## src/rtl/mdio_slave_pkg.sv

```systemverilog
package mdio_slave_pkg;

    localparam int ADDR_W  = 5;
    localparam int DATA_W  = 16;
    localparam int REG_NUM = 1 << ADDR_W;
    localparam int PRE_LEN = 32;
    localparam int ONES_W  = $clog2(PRE_LEN + 1);
    localparam int CNT_W   = $clog2(DATA_W);

    typedef enum logic [2:0] {
        ST_HUNT,
        ST_START,
        ST_OPCODE,
        ST_PHYAD,
        ST_REGAD,
        ST_TURN,
        ST_DATA
    } frame_state_e;

    typedef struct packed {
        frame_state_e              state;
        logic [ONES_W-1:0]         ones;
        logic [CNT_W-1:0]          cnt;
        logic                      opc;
        logic                      is_read;
        logic [ADDR_W-1:0]         phy;
        logic                      mine;
        logic [ADDR_W-1:0]         regad;
        logic                      active;
        logic [DATA_W-1:0]         shreg;
        logic                      oe;
        logic                      dout;
    } frame_regs_t;

endpackage

```

## src/rtl/mdio_regbank.sv

```systemverilog
module mdio_regbank
    import mdio_slave_pkg::*;
#(
    parameter logic [REG_NUM-1:0] IMPL_MASK = 32'h07FF_00FF,
    parameter int                 CTL_REG   = 26
) (
    input  logic              clk,
    input  logic              rst_n,
    input  logic              wr_en,
    input  logic [ADDR_W-1:0] wr_addr,
    input  logic [DATA_W-1:0] wr_data,
    input  logic [ADDR_W-1:0] rd_addr,
    output logic [DATA_W-1:0] rd_data,
    output logic [DATA_W-1:0] ctl_word
);

    logic [REG_NUM-1:0][DATA_W-1:0] bank_d, bank_q;
    logic [REG_NUM-1:0][DATA_W-1:0] view;

    always_comb begin
        bank_d = bank_q;
        if (wr_en && IMPL_MASK[wr_addr]) begin
            bank_d[wr_addr] = wr_data;
        end
    end

    always_ff @(posedge clk or negedge rst_n) begin
        if (!rst_n) begin
            bank_q <= '0;
        end else begin
            bank_q <= bank_d;
        end
    end

    for (genvar i = 0; i < REG_NUM; i++) begin : g_view
        if (IMPL_MASK[i]) begin : g_built
            assign view[i] = bank_q[i];
        end else begin : g_absent
            assign view[i] = '0;
        end
    end

    assign rd_data  = view[rd_addr];
    assign ctl_word = view[CTL_REG];

    // an accepted write to a built register holds the written word next cycle
    a_r6_write_stored: assert property (@(posedge clk) disable iff (!rst_n)
        (wr_en && IMPL_MASK[wr_addr]) |=> (bank_q[$past(wr_addr)] == $past(wr_data)));

    // a missing register keeps reading zero even right after a write to it
    a_r7_absent_stays_zero: assert property (@(posedge clk) disable iff (!rst_n)
        (wr_en && !IMPL_MASK[wr_addr]) |=> (view[$past(wr_addr)] == '0));

endmodule

```

## src/rtl/mdio_frame_fsm.sv

```systemverilog
module mdio_frame_fsm
    import mdio_slave_pkg::*;
(
    input  logic              clk,
    input  logic              rst_n,
    input  logic              mdio_i,
    input  logic [ADDR_W-1:0] strap_addr,
    input  logic              mgmt_disable,
    input  logic [DATA_W-1:0] rd_data,
    output logic [ADDR_W-1:0] reg_addr,
    output logic              wr_en,
    output logic [DATA_W-1:0] wr_data,
    output logic              drv_oe,
    output logic              drv_o
);

    frame_regs_t q, d;

    always_comb begin
        d       = q;
        wr_en   = 1'b0;
        wr_data = {q.shreg[DATA_W-2:0], mdio_i};
        unique case (q.state)
            ST_HUNT: begin
                d.oe   = 1'b0;
                d.dout = 1'b0;
                if (mdio_i) begin
                    if (q.ones != ONES_W'(PRE_LEN)) d.ones = q.ones + 1'b1;
                end else if (q.ones == ONES_W'(PRE_LEN)) begin
                    d.ones  = '0;
                    d.state = ST_START;
                end else begin
                    d.ones = '0;
                end
            end
            ST_START: begin
                d.cnt   = '0;
                d.state = mdio_i ? ST_OPCODE : ST_HUNT;
            end
            ST_OPCODE: begin
                if (q.cnt == '0) begin
                    d.opc = mdio_i;
                    d.cnt = CNT_W'(1);
                end else begin
                    d.cnt = '0;
                    if (q.opc && !mdio_i) begin
                        d.is_read = 1'b1;
                        d.state   = ST_PHYAD;
                    end else if (!q.opc && mdio_i) begin
                        d.is_read = 1'b0;
                        d.state   = ST_PHYAD;
                    end else begin
                        d.state = ST_HUNT;
                    end
                end
            end
            ST_PHYAD: begin
                d.phy = {q.phy[ADDR_W-2:0], mdio_i};
                d.cnt = q.cnt + 1'b1;
                if (q.cnt == CNT_W'(ADDR_W-1)) begin
                    d.cnt   = '0;
                    d.mine  = ({q.phy[ADDR_W-2:0], mdio_i} == strap_addr);
                    d.state = ST_REGAD;
                end
            end
            ST_REGAD: begin
                d.regad = {q.regad[ADDR_W-2:0], mdio_i};
                d.cnt   = q.cnt + 1'b1;
                if (q.cnt == CNT_W'(ADDR_W-1)) begin
                    d.cnt    = '0;
                    d.active = q.mine && !mgmt_disable;
                    d.state  = ST_TURN;
                end
            end
            ST_TURN: begin
                if (q.cnt == '0) begin
                    d.cnt = CNT_W'(1);
                    if (q.active && q.is_read) begin
                        d.oe    = 1'b1;
                        d.dout  = 1'b0;
                        d.shreg = rd_data;
                    end
                end else begin
                    d.cnt   = '0;
                    d.state = ST_DATA;
                    if (q.active && q.is_read) begin
                        d.dout  = q.shreg[DATA_W-1];
                        d.shreg = {q.shreg[DATA_W-2:0], 1'b0};
                    end
                end
            end
            ST_DATA: begin
                d.cnt = q.cnt + 1'b1;
                if (q.is_read) begin
                    if (q.cnt != CNT_W'(DATA_W-1)) begin
                        d.dout  = q.shreg[DATA_W-1];
                        d.shreg = {q.shreg[DATA_W-2:0], 1'b0};
                    end else begin
                        d.oe   = 1'b0;
                        d.dout = 1'b0;
                    end
                end else begin
                    d.shreg = {q.shreg[DATA_W-2:0], mdio_i};
                    if (q.cnt == CNT_W'(DATA_W-1) && q.active && !mgmt_disable) begin
                        wr_en = 1'b1;
                    end
                end
                if (q.cnt == CNT_W'(DATA_W-1)) begin
                    d.cnt    = '0;
                    d.active = 1'b0;
                    d.ones   = '0;
                    d.state  = ST_HUNT;
                end
            end
            default: d.state = ST_HUNT;
        endcase
    end

    always_ff @(posedge clk or negedge rst_n) begin
        if (!rst_n) begin
            q       <= '0;
            q.state <= ST_HUNT;
        end else begin
            q <= d;
        end
    end

    assign reg_addr = q.regad;
    assign drv_oe   = q.oe;
    assign drv_o    = q.dout;

    // no start is taken before the run of ones is complete
    a_r2_start_needs_preamble: assert property (@(posedge clk) disable iff (!rst_n)
        (q.state == ST_HUNT && q.ones != ONES_W'(PRE_LEN)) |=> (q.state != ST_START));

    // a repeated opcode bit abandons the frame
    a_r3_bad_opcode_aborts: assert property (@(posedge clk) disable iff (!rst_n)
        (q.state == ST_OPCODE && q.cnt != '0 && q.opc == mdio_i) |=> (q.state == ST_HUNT));

    // the first driven bit is the turnaround zero
    a_r5_turn_drives_zero: assert property (@(posedge clk) disable iff (!rst_n)
        $rose(q.oe) |-> (q.dout == 1'b0 && q.state == ST_TURN));

    // releasing the line always ends the frame
    a_r5_release_to_hunt: assert property (@(posedge clk) disable iff (!rst_n)
        $fell(q.oe) |-> (q.state == ST_HUNT));

endmodule

```

## src/rtl/mdio_mgmt_slave.sv

```systemverilog
module mdio_mgmt_slave
    import mdio_slave_pkg::*;
#(
    parameter logic [REG_NUM-1:0] IMPL_MASK = 32'h07FF_00FF,
    parameter int                 CTL_REG   = 26,
    parameter int                 CTL_BIT   = 11
) (
    input  logic              mdc,
    input  logic              rst_n,
    input  logic              mdio_i,
    output logic              mdio_o,
    output logic              mdio_oe,
    input  logic [ADDR_W-1:0] strap_addr,
    input  logic              mgmt_disable,
    output logic              hi_drive
);

    logic [ADDR_W-1:0] reg_addr;
    logic              wr_en;
    logic [DATA_W-1:0] wr_data;
    logic [DATA_W-1:0] rd_data;
    logic [DATA_W-1:0] ctl_word;
    logic              drv_oe;
    logic              drv_o;

    mdio_frame_fsm u_fsm (
        .clk          (mdc),
        .rst_n        (rst_n),
        .mdio_i       (mdio_i),
        .strap_addr   (strap_addr),
        .mgmt_disable (mgmt_disable),
        .rd_data      (rd_data),
        .reg_addr     (reg_addr),
        .wr_en        (wr_en),
        .wr_data      (wr_data),
        .drv_oe       (drv_oe),
        .drv_o        (drv_o)
    );

    mdio_regbank #(
        .IMPL_MASK (IMPL_MASK),
        .CTL_REG   (CTL_REG)
    ) u_bank (
        .clk      (mdc),
        .rst_n    (rst_n),
        .wr_en    (wr_en),
        .wr_addr  (reg_addr),
        .wr_data  (wr_data),
        .rd_addr  (reg_addr),
        .rd_data  (rd_data),
        .ctl_word (ctl_word)
    );

    assign mdio_oe  = drv_oe & ~mgmt_disable;
    assign mdio_o   = drv_o & mdio_oe;
    assign hi_drive = ctl_word[CTL_BIT];

    // the drive-strength pin moves only after a write to its register
    a_r9_pin_follows_write: assert property (@(posedge mdc) disable iff (!rst_n)
        !$stable(hi_drive) |-> $past(wr_en && reg_addr == ADDR_W'(CTL_REG)));

    // a write never lands while the disable input is high
    a_r8_no_write_when_off: assert property (@(posedge mdc) disable iff (!rst_n)
        mgmt_disable |=> $stable(ctl_word));

endmodule

```

## config.mk

```make
export PLATFORM = sky130hd
export DESIGN_NAME = mdio_mgmt_slave
export DESIGN_NICKNAME = d
export VERILOG_FILES = /design/src/rtl/mdio_slave_pkg.sv /design/src/rtl/mdio_regbank.sv /design/src/rtl/mdio_frame_fsm.sv /design/src/rtl/mdio_mgmt_slave.sv
export SDC_FILE = /design/constraint.sdc
export NUM_CORES = 1
export LEC_CHECK = 0
export ABC_CLOCK_PERIOD_IN_PS = 2800
export BUFFER_PORTS_ARGS = -buffer_cell sky130_fd_sc_hd__buf_2
export CORE_MARGIN = 3
export CORE_UTILIZATION = 61
export CTS_BUF_LIST = sky130_fd_sc_hd__clkbuf_16
export DETAILED_ROUTE_END_ITERATION = 8
export HOLD_SLACK_MARGIN = 0.08
export PLACE_DENSITY = 0.85
export RECOVER_POWER = 100
export SETUP_SLACK_MARGIN = 0.1
export SYNTH_ARGS = -nofsm -noshare
export SYNTH_HDL_FRONTEND = slang
export SYNTH_SLANG_ARGS = --single-unit
```

## constraint.sdc

```tcl
create_clock -name mdc -period 2.8 [get_ports mdc]
set_input_delay 0.56 -clock mdc [delete_from_list [all_inputs] [get_ports mdc]]
set_output_delay 0.56 -clock mdc [all_outputs]
set_load 0.005 [all_outputs]
```

# Word level (Yosys, flattened, before mapping)
# Memories as Yosys holds them, arrays and structs flattened.
# Cells that the tools add are included.
[classes] addsub=2 n_lt_le_gt_ge=2 n_eq_ne=25 muxes=44 bitwise=4 n_reduce_logical=30
[ops] op="$bwmux 512" count=1
[ops] op="$mux 16" count=6
[ops] op="$bmux 16 s5" count=1
[ops] op="$demux 16 s5" count=1
[ops] op="$pmux 16 s2" count=1
[ops] op="$pmux 3 s7" count=1
[ops] op="$mux 18" count=1
[ops] op="$mux 3" count=6
[ops] op="$pmux 4 s4" count=1
[ops] op="$reduce_and 3->1" count=5
[ops] op="$mux 1" count=14
[ops] op="$ne 2x1->1 const B" count=7
[ops] op="$mux 13" count=1
[ops] op="$mux 6" count=2
[ops] op="$pmux 6 s2" count=1
[ops] op="$eq 3x3->1 const B" count=3
[ops] op="$logic_and 1x1->1" count=8
[ops] op="$mux 2" count=4
[ops] op="$ne 2x2->1 const B" count=4
[ops] op="$reduce_bool 2->1" count=4
[ops] op="$reduce_and 7->1" count=1
[ops] op="$add 6x1->6 const B" count=1
[ops] op="$eq 3x2->1 const B" count=2
[ops] op="$eq 6x6->1 const B" count=1
[ops] op="other kinds (24)" count=30
[word_totals] reg_bits=556 mem_bits_ro=32 in_bits=9 out_inout_bits=3 word_cells=152 mem_count=1
[mem_list] memory="(name not given)" depth=32 word_bits=1 rd=1 rd_clocked_by_memory_dff=0 wr=0 line="mdio_regbank.sv:22" source="if (wr_en && IMPL_MASK[wr_addr]) begin"

# Depth between registers and ports, before layout
# Gate-level depths: netlist of the first run.
[logic_depth] depth_word=7 depth_mapped=8 depth_no_buf=7

# Cells and area by module
# From an unflattened synthesis of the first run, not the netlist that was laid out.
[hier_totals] cells_unflattened=1264 hier_area_um2=17005.1
[by_module_without_submodules] mod="mdio_regbank" n_inst=1 cells_each=996 area_per_inst_um2=14313.7 seq_area_each_um2=7607.3
[by_module_without_submodules] mod="mdio_frame_fsm" n_inst=1 cells_each=266 area_per_inst_um2=2676.3 seq_area_each_um2=1101.1
[by_module_without_submodules] mod="mdio_mgmt_slave" n_inst=1 cells_each=2 area_per_inst_um2=15.0 seq_area_each_um2=0.0

# Least setup slack after synthesis of the first run
# OpenSTA, ideal clock, no wires.
[synth_path] path_kind="input -> register" start="input port mgmt_disable" end="register u_bank.bank_q[294] in the netlist's numbering" setup_time_ns=0.125 arrival_time_ns=2.402 t_required_ns=2.675 setup_slack_ns=0.273 stages=7 n_path_buf=2 cell_sequence="or3b_1 or4_4 nand2b_4 buf_6 nor3_4 buf_8 mux2_4"
[synth_between] elab_chain_cells=6
[synth_lines] element="start, declared" line="mdio_mgmt_slave.sv:14" source="input logic mgmt_disable,"
[synth_lines] element="$logic_not 1->1" line="mdio_frame_fsm.sv:104" source="if (q.cnt == CNT_W'(DATA_W-1) && q.active && !mgmt_disable) begin"
[synth_lines] element="$logic_and 1x1->1" line="mdio_frame_fsm.sv:104"
[synth_lines] element="$mux 1" line="mdio_frame_fsm.sv:104"
[synth_lines] element="$mux 1" line="mdio_frame_fsm.sv:94" source="if (q.is_read) begin"
[synth_lines] element="$mux 1" line="mdio_frame_fsm.sv:23" source="unique case (q.state)"
[synth_lines] element="$logic_and 1x1->1" line="mdio_regbank.sv:22"
[synth_lines] element="end signal, assigned" line="mdio_regbank.sv:31" source="bank_q <= bank_d;"
[synth_lines] element="end, declared" line="mdio_regbank.sv:17" source="logic [REG_NUM-1:0][DATA_W-1:0] bank_d, bank_q;"
# No other way between the ends.
# A chain may end at the register's enable or synchronous reset.

# Final worst setup path of the first run
[layout_path] start="register u_fsm.q[32] in the netlist's numbering" end="register u_bank.bank_q[346] in the netlist's numbering"
[layout_between] elab_chain_cells=7
[layout_lines] element="start, declared" line="mdio_frame_fsm.sv:17" source="frame_regs_t q, d;"
[layout_lines] element="$eq 4x4->1" line="mdio_frame_fsm.sv:104"
[layout_lines] element="$logic_and 1x1->1 (2 in series)" line="mdio_frame_fsm.sv:104"
[layout_lines] element="$mux 1" line="mdio_frame_fsm.sv:104"
[layout_lines] element="$mux 1" line="mdio_frame_fsm.sv:94"
[layout_lines] element="$mux 1" line="mdio_frame_fsm.sv:23"
[layout_lines] element="$logic_and 1x1->1" line="mdio_regbank.sv:22"
# No other way between the ends.

==> results of run 1 <==
[registers in the layout, summed over array words and instances (netlist names)]
register / flops
u_bank.bank_q: 288
u_fsm.wr_data: 15
u_fsm.drv_o: 1
u_fsm.drv_oe: 1
u_bank.ctl_word: 16
u_fsm.reg_addr: 5
u_fsm.q: 22
[worst paths after layout]
path,start,endpoint,slack (ns)
setup reg to reg,u_fsm.q[32]$_DFFE_PN0P_,u_bank.bank_q[346]$_DFFE_PN0P_,0.18
min in group asynchronous,rst_n,u_fsm.q[34]$_DFFE_PN0P_,0.94
hold / removal,mgmt_disable,u_fsm.q[18]$_DFFE_PN0P_,0.37
setup / recovery,u_fsm.q[32]$_DFFE_PN0P_,u_bank.bank_q[346]$_DFFE_PN0P_,0.18
max in group asynchronous,rst_n,u_bank.bank_q[349]$_DFFE_PN0P_,0.56
hold reg to reg,u_bank.bank_q[294]$_DFFE_PN0P_,u_bank.bank_q[294]$_DFFE_PN0P_,0.49
[worst register-to-register path, cell delays in order, from the launching register on]
cell and delay (ns):
dfrtp_1 0.44, ha_1 0.21, nand3_2 0.11, clkbuf_1 0.18, nor4_1 0.32, clkbuf_1 0.25, and2_1 0.29, nand3_2 0.12
clkbuf_4 0.25, mux2_2 0.32
[layer usage]
metal | vias up | global-route usage, % | wire, um
li1 | 4605 | - | -
met1 | 5454 | 36.2 | 15900
met2 | 272 | 43.3 | 18300
met3 | 80 | 4.23 | 1830
met4 | 0 | 7.34 | 911
met5 | - | 0 | 0
[final cells by class]
type | instances | area [um2]
fill | 1835 | 8270
clock inverter | 17 | 72.6
clock buffer | 37 | 926
inverter | 14 | 52.6
tap | 335 | 419
multi-input combinational | 801 | 7310
timing repair buffer | 72 | 592
sequential | 348 | 8720
[per-stage QoR]
step	cell area [um2]	power [mW]	hold WS (ns)	util, %
after floorplan	16600	7.80	0.264	-
after global placement	17200	8.72	0.482	65.3
after detailed placement	17200	8.82	0.486	65.3
after CTS	18200	13.0	0.359	69.1
after global routing	18100	13.5	0.391	68.6
final	18100	13.0	0.367	68.6
[logic make-up (layout without fill, tap and decap cells)]
family / Yosys count / after routing / synth area share [%]
adder cells (fa/ha/maj): 5 / 5 / 0.378
XOR/XNOR: 5 / 5 / 0.264
AND/OR/NAND/NOR: 200 / 200 / 6.41
flip-flops: 348 / 348 / 52.6
buffers and inverters: 117 / 140 / 3.02
AO/OA/AOI/OAI: 158 / 158 / 6.16
multiplexers: 433 / 433 / 31.2
[report_power, final]
part           internal [mW]  switching, mW
clock network           2.36           1.84
registers               5.24          0.713
logic                   1.11           1.70
total                   8.71           4.25
[placed cells by master, fill, tap and decap left out, drive strengths merged, types with 4 or more instances in the layout]
cell type | netlist | layout
o21ai | 24 | 24
o22ai | 23 | 23
mux2i | 87 | 87
a211oi | 4 | 4
buf | 36 | 51
mux4 | 32 | 32
and2 | 8 | 8
ha | 5 | 5
and3 | 6 | 6
o31ai | 7 | 7
clkbuf | 67 | 57
nor3 | 19 | 19
a221o | 5 | 5
nand3 | 11 | 11
clkinv | 1 | 9
nand2 | 44 | 44
a31oi | 12 | 12
o211a | 10 | 10
nor2 | 61 | 61
nor2b | 8 | 8
dfrtp | 348 | 348
a22oi | 7 | 7
inv | 13 | 22
nand2b | 20 | 20
a21oi | 46 | 46
o211ai | 6 | 6
mux2 | 314 | 314
nand4 | 4 | 4
==> impl_metrics.py, run 1 <==
metrics = {
    "pwr": {
        "leakagePower_nw": 8.58,
        "p_per_area_nw_per_um2": 717,
        "vdd_drop_max_uv": 578,
    },
    "critical_path": {
        "critPathSlowestCell": "dfrtp_1",
        "cp_num_buf_inv": 3,
        "critPathKind": "reg -> reg",
        "r2r_cells": 9,
        "path_depth": 9,
        "startpoint_type": "flop",
        "cp_top_family": "simple AND/OR/NAND/NOR gates",
        "cp_cell_sequence": "ha_1 > nand3_2 > clkbuf_1 > nor4_1 > clkbuf_1 > and2_1 > nand3_2 > clkbuf_4 > mux2_2",
        "end_kind": "flop",
        "worstPathArrival_ns": 3.00,
        "required_ns": 3.18,
        "cp_max_fo": 10,
        "cpPeakStageDelay_ns": 0.44,
    },
    "timing": {
        "setup-violations-final": 0,
        "rsz0062_at_grt": "false",
        "timing.final.crit_period_ns": 2.62,
        "setup-tns-final_ns": 0,
        "max_freq_mhz": 381,
        "fin_skew_ns": 0.0135,
        "max-slew-margin-rel_pct": 1.55,
        "finalCritPeriodShare_pct": 93.7,
        "tightest_slew_ns": 1.48,
        "hold_violations": 0,
        "worst_slack_ns": 0.177,
        "maxSlewViolCount": 0,
    },
    "layout": {
        "num_antenna_cells": 0,
        "area_growth_pct": 9.18,
        "final_nets": 1287,
        "layout-drive-gt1-share_pct": 35.4,
        "layout.cells.non_filler": 1624,
    },
    "synthesis": {
        "async_flop_share_pct": 100,
        "synth_most_common_cell": "dfrtp_1",
        "synth_area_um2": 16600,
        "yosysTopAreaCell": "dfrtp_1",
        "synth_ff_type": "dfrtp_1",
        "synth.area.top_cells": "dfrtp_1 (53%), mux2_2 (21%), mux2i_1 (5.3%)",
        "ys_top_cells_by_count": "dfrtp_1 (348), mux2_2 (304), mux2i_1 (87)",
        "syn_inst": 1266,
        "syn_nets": 1280,
        "synth.distinct_cells": 65,
        "ys_seq_elements": 348,
        "synth_edf_count": 0,
        "yosysWarnings": 0,
        "synth_top_area_share_pct": 52.6,
        "syn_avg_cell_area_um2": 13.1,
        "seq_area_frac_synth_pct": 52.6,
    },
    "floorplan": {
        "dieArea_um2": 29200,
        "start_util_pct": 62.8,
        "core_area_um2": 26400,
        "num_rows": 59,
        "ios": 12,
        "die_w_um": 171,
        "dieHeight_um": 171,
    },
    "global_route": {
        "grt_usage_pct": 26.1,
        "first_global_vias": 11000,
        "grt-ovfl-total": 0,
        "antenna_found_initial": 0,
        "grt_first_pass_wirelength_um": 60300,
        "grt_max_degree": 95,
    },
    "detailed_routing": {
        "wl_um": 37000,
        "vias_per_cell": 6.41,
        "wl_per_cell_um": 22.8,
        "drtIter0Drc": 794,
        "drc": 0,
        "ant_nets": 0,
        "drt_first_pass_iters": 5,
        "vias": 10400,
    },
    "clock_tree": {
        "cts_buffers": 36,
        "cts_setup_buffers": 0,
        "cts_resized": 0,
        "root_buffer": "clkbuf_16",
        "path_clk_slew_ns": 0.06,
        "clock_latency_ns": 0.51,
        "clock_sinks": 348,
        "cts_tree": "yes",
        "htree_num_levels": 2,
        "hold_buffers": 1,
        "clk_path_buf_depth": 3,
    },
    "placed_design": {
        "dp_hpwl_um": 23600,
        "io_buffers": 11,
        "place_congestion": 0.887,
        "place_ws_ns": 0.141,
        "dpl.cell_count": 1569,
    },
    "status": {
        "status": "finished clean",
    },
    "hold_path": {
        "min_path_type": "in -> reg",
        "holdPathStages": 3,
    },
    "run": {
        "cap_violations": 0,
    },
}
No activity file was read; power rests on OpenSTA's default activity.
==> inputs of run 2 (changes only) <==
PLACE_DENSITY = 0.73   (was 0.85)
SLEW_MARGIN = 10   (was not set)
==> run 2 against run 1 <==
  * Clock skew grew 0.0045 ns
  * Utilization up 0.40 points
  * Highest routed layer unchanged
  * Global-route usage is 0.53 points higher
  * Final area grew 0.58%
  * Power is 1.5% higher
  * Die area did not move
  * Critical path depth down 2
  * Register-to-register slack improved by 0.04 ns
  * Maximum frequency up 1.4%
  * Wire length rose by 1.4%
  * Cell count is 0.68% higher
==> impl_metrics.py, run 2 (synthesis gave the netlist of run 1 again) <==
metrics = {
    "critical_path": {
        "required_ns": 3.20,
        "r2r_setup_slack_ns": 0.21,
        "r2r_cells": 7,
        "startpoint_type": "flop",
        "rr_endpoint": "u_bank.bank_q[106]$_DFFE_PN0P_",
        "critPathKind": "reg -> reg",
        "regToRegStartpoint": "u_fsm.q[32]$_DFFE_PN0P_",
        "end_kind": "flop",
        "worstPathArrival_ns": 2.98,
        "cp_max_fo": 9,
    },
    "hold_path": {
        "hp-start": "mgmt_disable",
        "worst_hold_path.endpoint": "u_fsm.q[18]$_DFFE_PN0P_",
        "holdPathStages": 3,
        "min_path_type": "in -> reg",
    },
    "clock_tree": {
        "cts_resized": 0,
        "cts_setup_buffers": 0,
        "clk_path_buf_depth": 3,
        "clock_latency_ns": 0.52,
        "cts_tree": "yes",
        "htree_num_levels": 2,
        "hold_buffers": 1,
        "path_clk_slew_ns": 0.06,
        "clock_sinks": 348,
        "cts_buffers": 37,
        "root_buffer": "clkbuf_16",
    },
    "detailed_routing": {
        "dr_wl_met2_um": 17500,
        "ant_nets": 0,
        "m1WireLength_um": 17300,
        "wl_um": 37500,
        "vias_per_cell": 6.38,
        "top_layer_used": "met4",
        "wl_per_cell_um": 22.9,
        "drtIter0Drc": 678,
        "drt_first_pass_iters": 5,
        "dr_wl_met3_um": 1820,
        "drc": 0,
        "vias": 10400,
    },
    "global_route": {
        "first_global_vias": 10600,
        "grt_first_pass_wirelength_um": 60700,
        "grt_max_degree": 69,
        "grt-ovfl-total": 0,
        "grt_usage_pct": 26.6,
        "antenna_found_initial": 0,
    },
    "run": {
        "cap_violations": 0,
    },
    "floorplan": {
        "num_rows": 59,
        "die_w_um": 171,
        "dieHeight_um": 171,
        "start_util_pct": 62.8,
        "core_area_um2": 26400,
        "dieArea_um2": 29200,
        "ios": 12,
    },
    "placed_design": {
        "place_ws_ns": 0.154,
        "io_buffers": 11,
        "dp_hpwl_um": 23600,
        "place_congestion": 0.847,
    },
    "timing": {
        "setup-violations-final": 0,
        "finalCritPeriodShare_pct": 92.3,
        "hold_violations": 0,
        "fin_skew_ns": 0.0180,
        "rsz0062_at_grt": "false",
        "max_freq_mhz": 387,
        "tightest_slew_ns": 1.28,
        "timing.final.crit_period_ns": 2.59,
        "worst_slack_ns": 0.214,
        "maxSlewViolCount": 0,
        "setup-tns-final_ns": 0,
        "max-slew-margin-rel_pct": 14.9,
    },
    "layout": {
        "final_cell_mix": "dfrtp_1 (346), mux2_2 (304), mux2i_1 (87)",
        "largest_reg_flops": 288,
        "largest-register": "u_bank.bank_q",
        "final_nets": 1289,
        "num_antenna_cells": 0,
        "layout.cells.most_common": "dfrtp_1",
        "area_growth_pct": 9.81,
        "layout-drive-gt1-share_pct": 35.6,
        "fill_cells": 1897,
    },
    "pwr": {
        "power.share.sequential_pct": 45.3,
        "switchingPower_mw": 4.33,
        "power.share.clock_pct": 33.6,
        "p_per_area_nw_per_um2": 723,
        "internal-power_mw": 8.83,
        "combPwrFrac_pct": 21.1,
        "p_sw_share_pct": 32.9,
        "vdd_drop_max_uv": 448,
        "leakagePower_nw": 8.67,
    },
    "status": {
        "status": "finished clean",
    },
}
run 2: cell count changes in the layout (fill, tap and decap cells not counted), moves of 2 or more:
cell | previous run | this run
nor2_2 | 3 | 0
clkinv_2 | 3 | 8
nor2_1 | 57 | 61
buf_4 | 32 | 35
inv_1 | 22 | 25
clkbuf_1 | 10 | 7
clkbuf_16 | 37 | 39
run 2: power groups by stage:
stage	clock (mW)	sequential [mW]	combinational, mW
6_report	4.42	5.96	2.77
5_1_grt	4.74	6.02	3.04
4_1_cts	4.52	5.95	2.81
3_5_place_dp	0	6.03	2.79
3_3_place_gp	0	6.02	2.75
2_1_floorplan	0	5.47	2.33
run 2: critical path, stage by stage, from the launching register on:
cell	delay (ns)
dfrtp_1	0.45
ha_1	0.22
nand3_1	0.19
or4_4	0.61
nand2b_1	0.22
nor2_1	0.17
buf_4	0.23
mux2_2	0.36
run 2: layout make-up:
| cell class | count | area, um2 | area share (%) |
|---|---|---|---|
| Timing Repair Buffer | 73 | 627 | 3.45 |
| Sequential cell | 348 | 8720 | 47.9 |
| Multi-Input combinational cell | 801 | 7290 | 40.1 |
| Tap cell | 335 | 419 | 2.30 |
| Clock buffer | 39 | 976 | 5.37 |
| Clock inverter | 25 | 109 | 0.598 |
| Inverter | 14 | 52.6 | 0.289 |
run 2: metrics by stage:
stage	util, %	hold WS [ns]	cells	power (mW)	cell area, um2
final	69.0	0.371	1635	13.2	18200
after floorplan	-	0.264	1266	7.80	16600
after global placement	65.5	0.478	1570	8.77	17300
after CTS	69.6	0.355	1635	13.3	18400
after global routing	69.0	0.374	1635	13.8	18200
after detailed placement	65.5	0.487	1570	8.83	17300
run 2: worst max path at each step:
| stage | start | endpoint | slack (ns) | depth (start not counted) |
|---|---|---|---|---|
| 3_5_place_dp | mgmt_disable | u_bank.bank_q[106]$_DFFE_PN0P_ | 0.15 | 7 |
| 3_3_place_gp | mgmt_disable | u_bank.bank_q[109]$_DFFE_PN0P_ | 0.18 | 7 |
| 6_report | u_fsm.q[32]$_DFFE_PN0P_ | u_bank.bank_q[106]$_DFFE_PN0P_ | 0.21 | 7 |
| 4_1_cts | u_fsm.q[32]$_DFFE_PN0P_ | u_bank.bank_q[103]$_DFFE_PN0P_ | 0.28 | 7 |
| 2_1_floorplan | mgmt_disable | u_bank.bank_q[294]$_DFFE_PN0P_ | 0.27 | 7 |
| 5_1_grt | u_fsm.q[32]$_DFFE_PN0P_ | u_bank.bank_q[127]$_DFFE_PN0P_ | 0.1 | 7 |
run 2: layer usage:
layer	up-vias	track usage, %
li1	4638	-
met1	5460	39.0
met4	0	7.09
met3	72	4.11
met5	-	0
met2	259	42.3
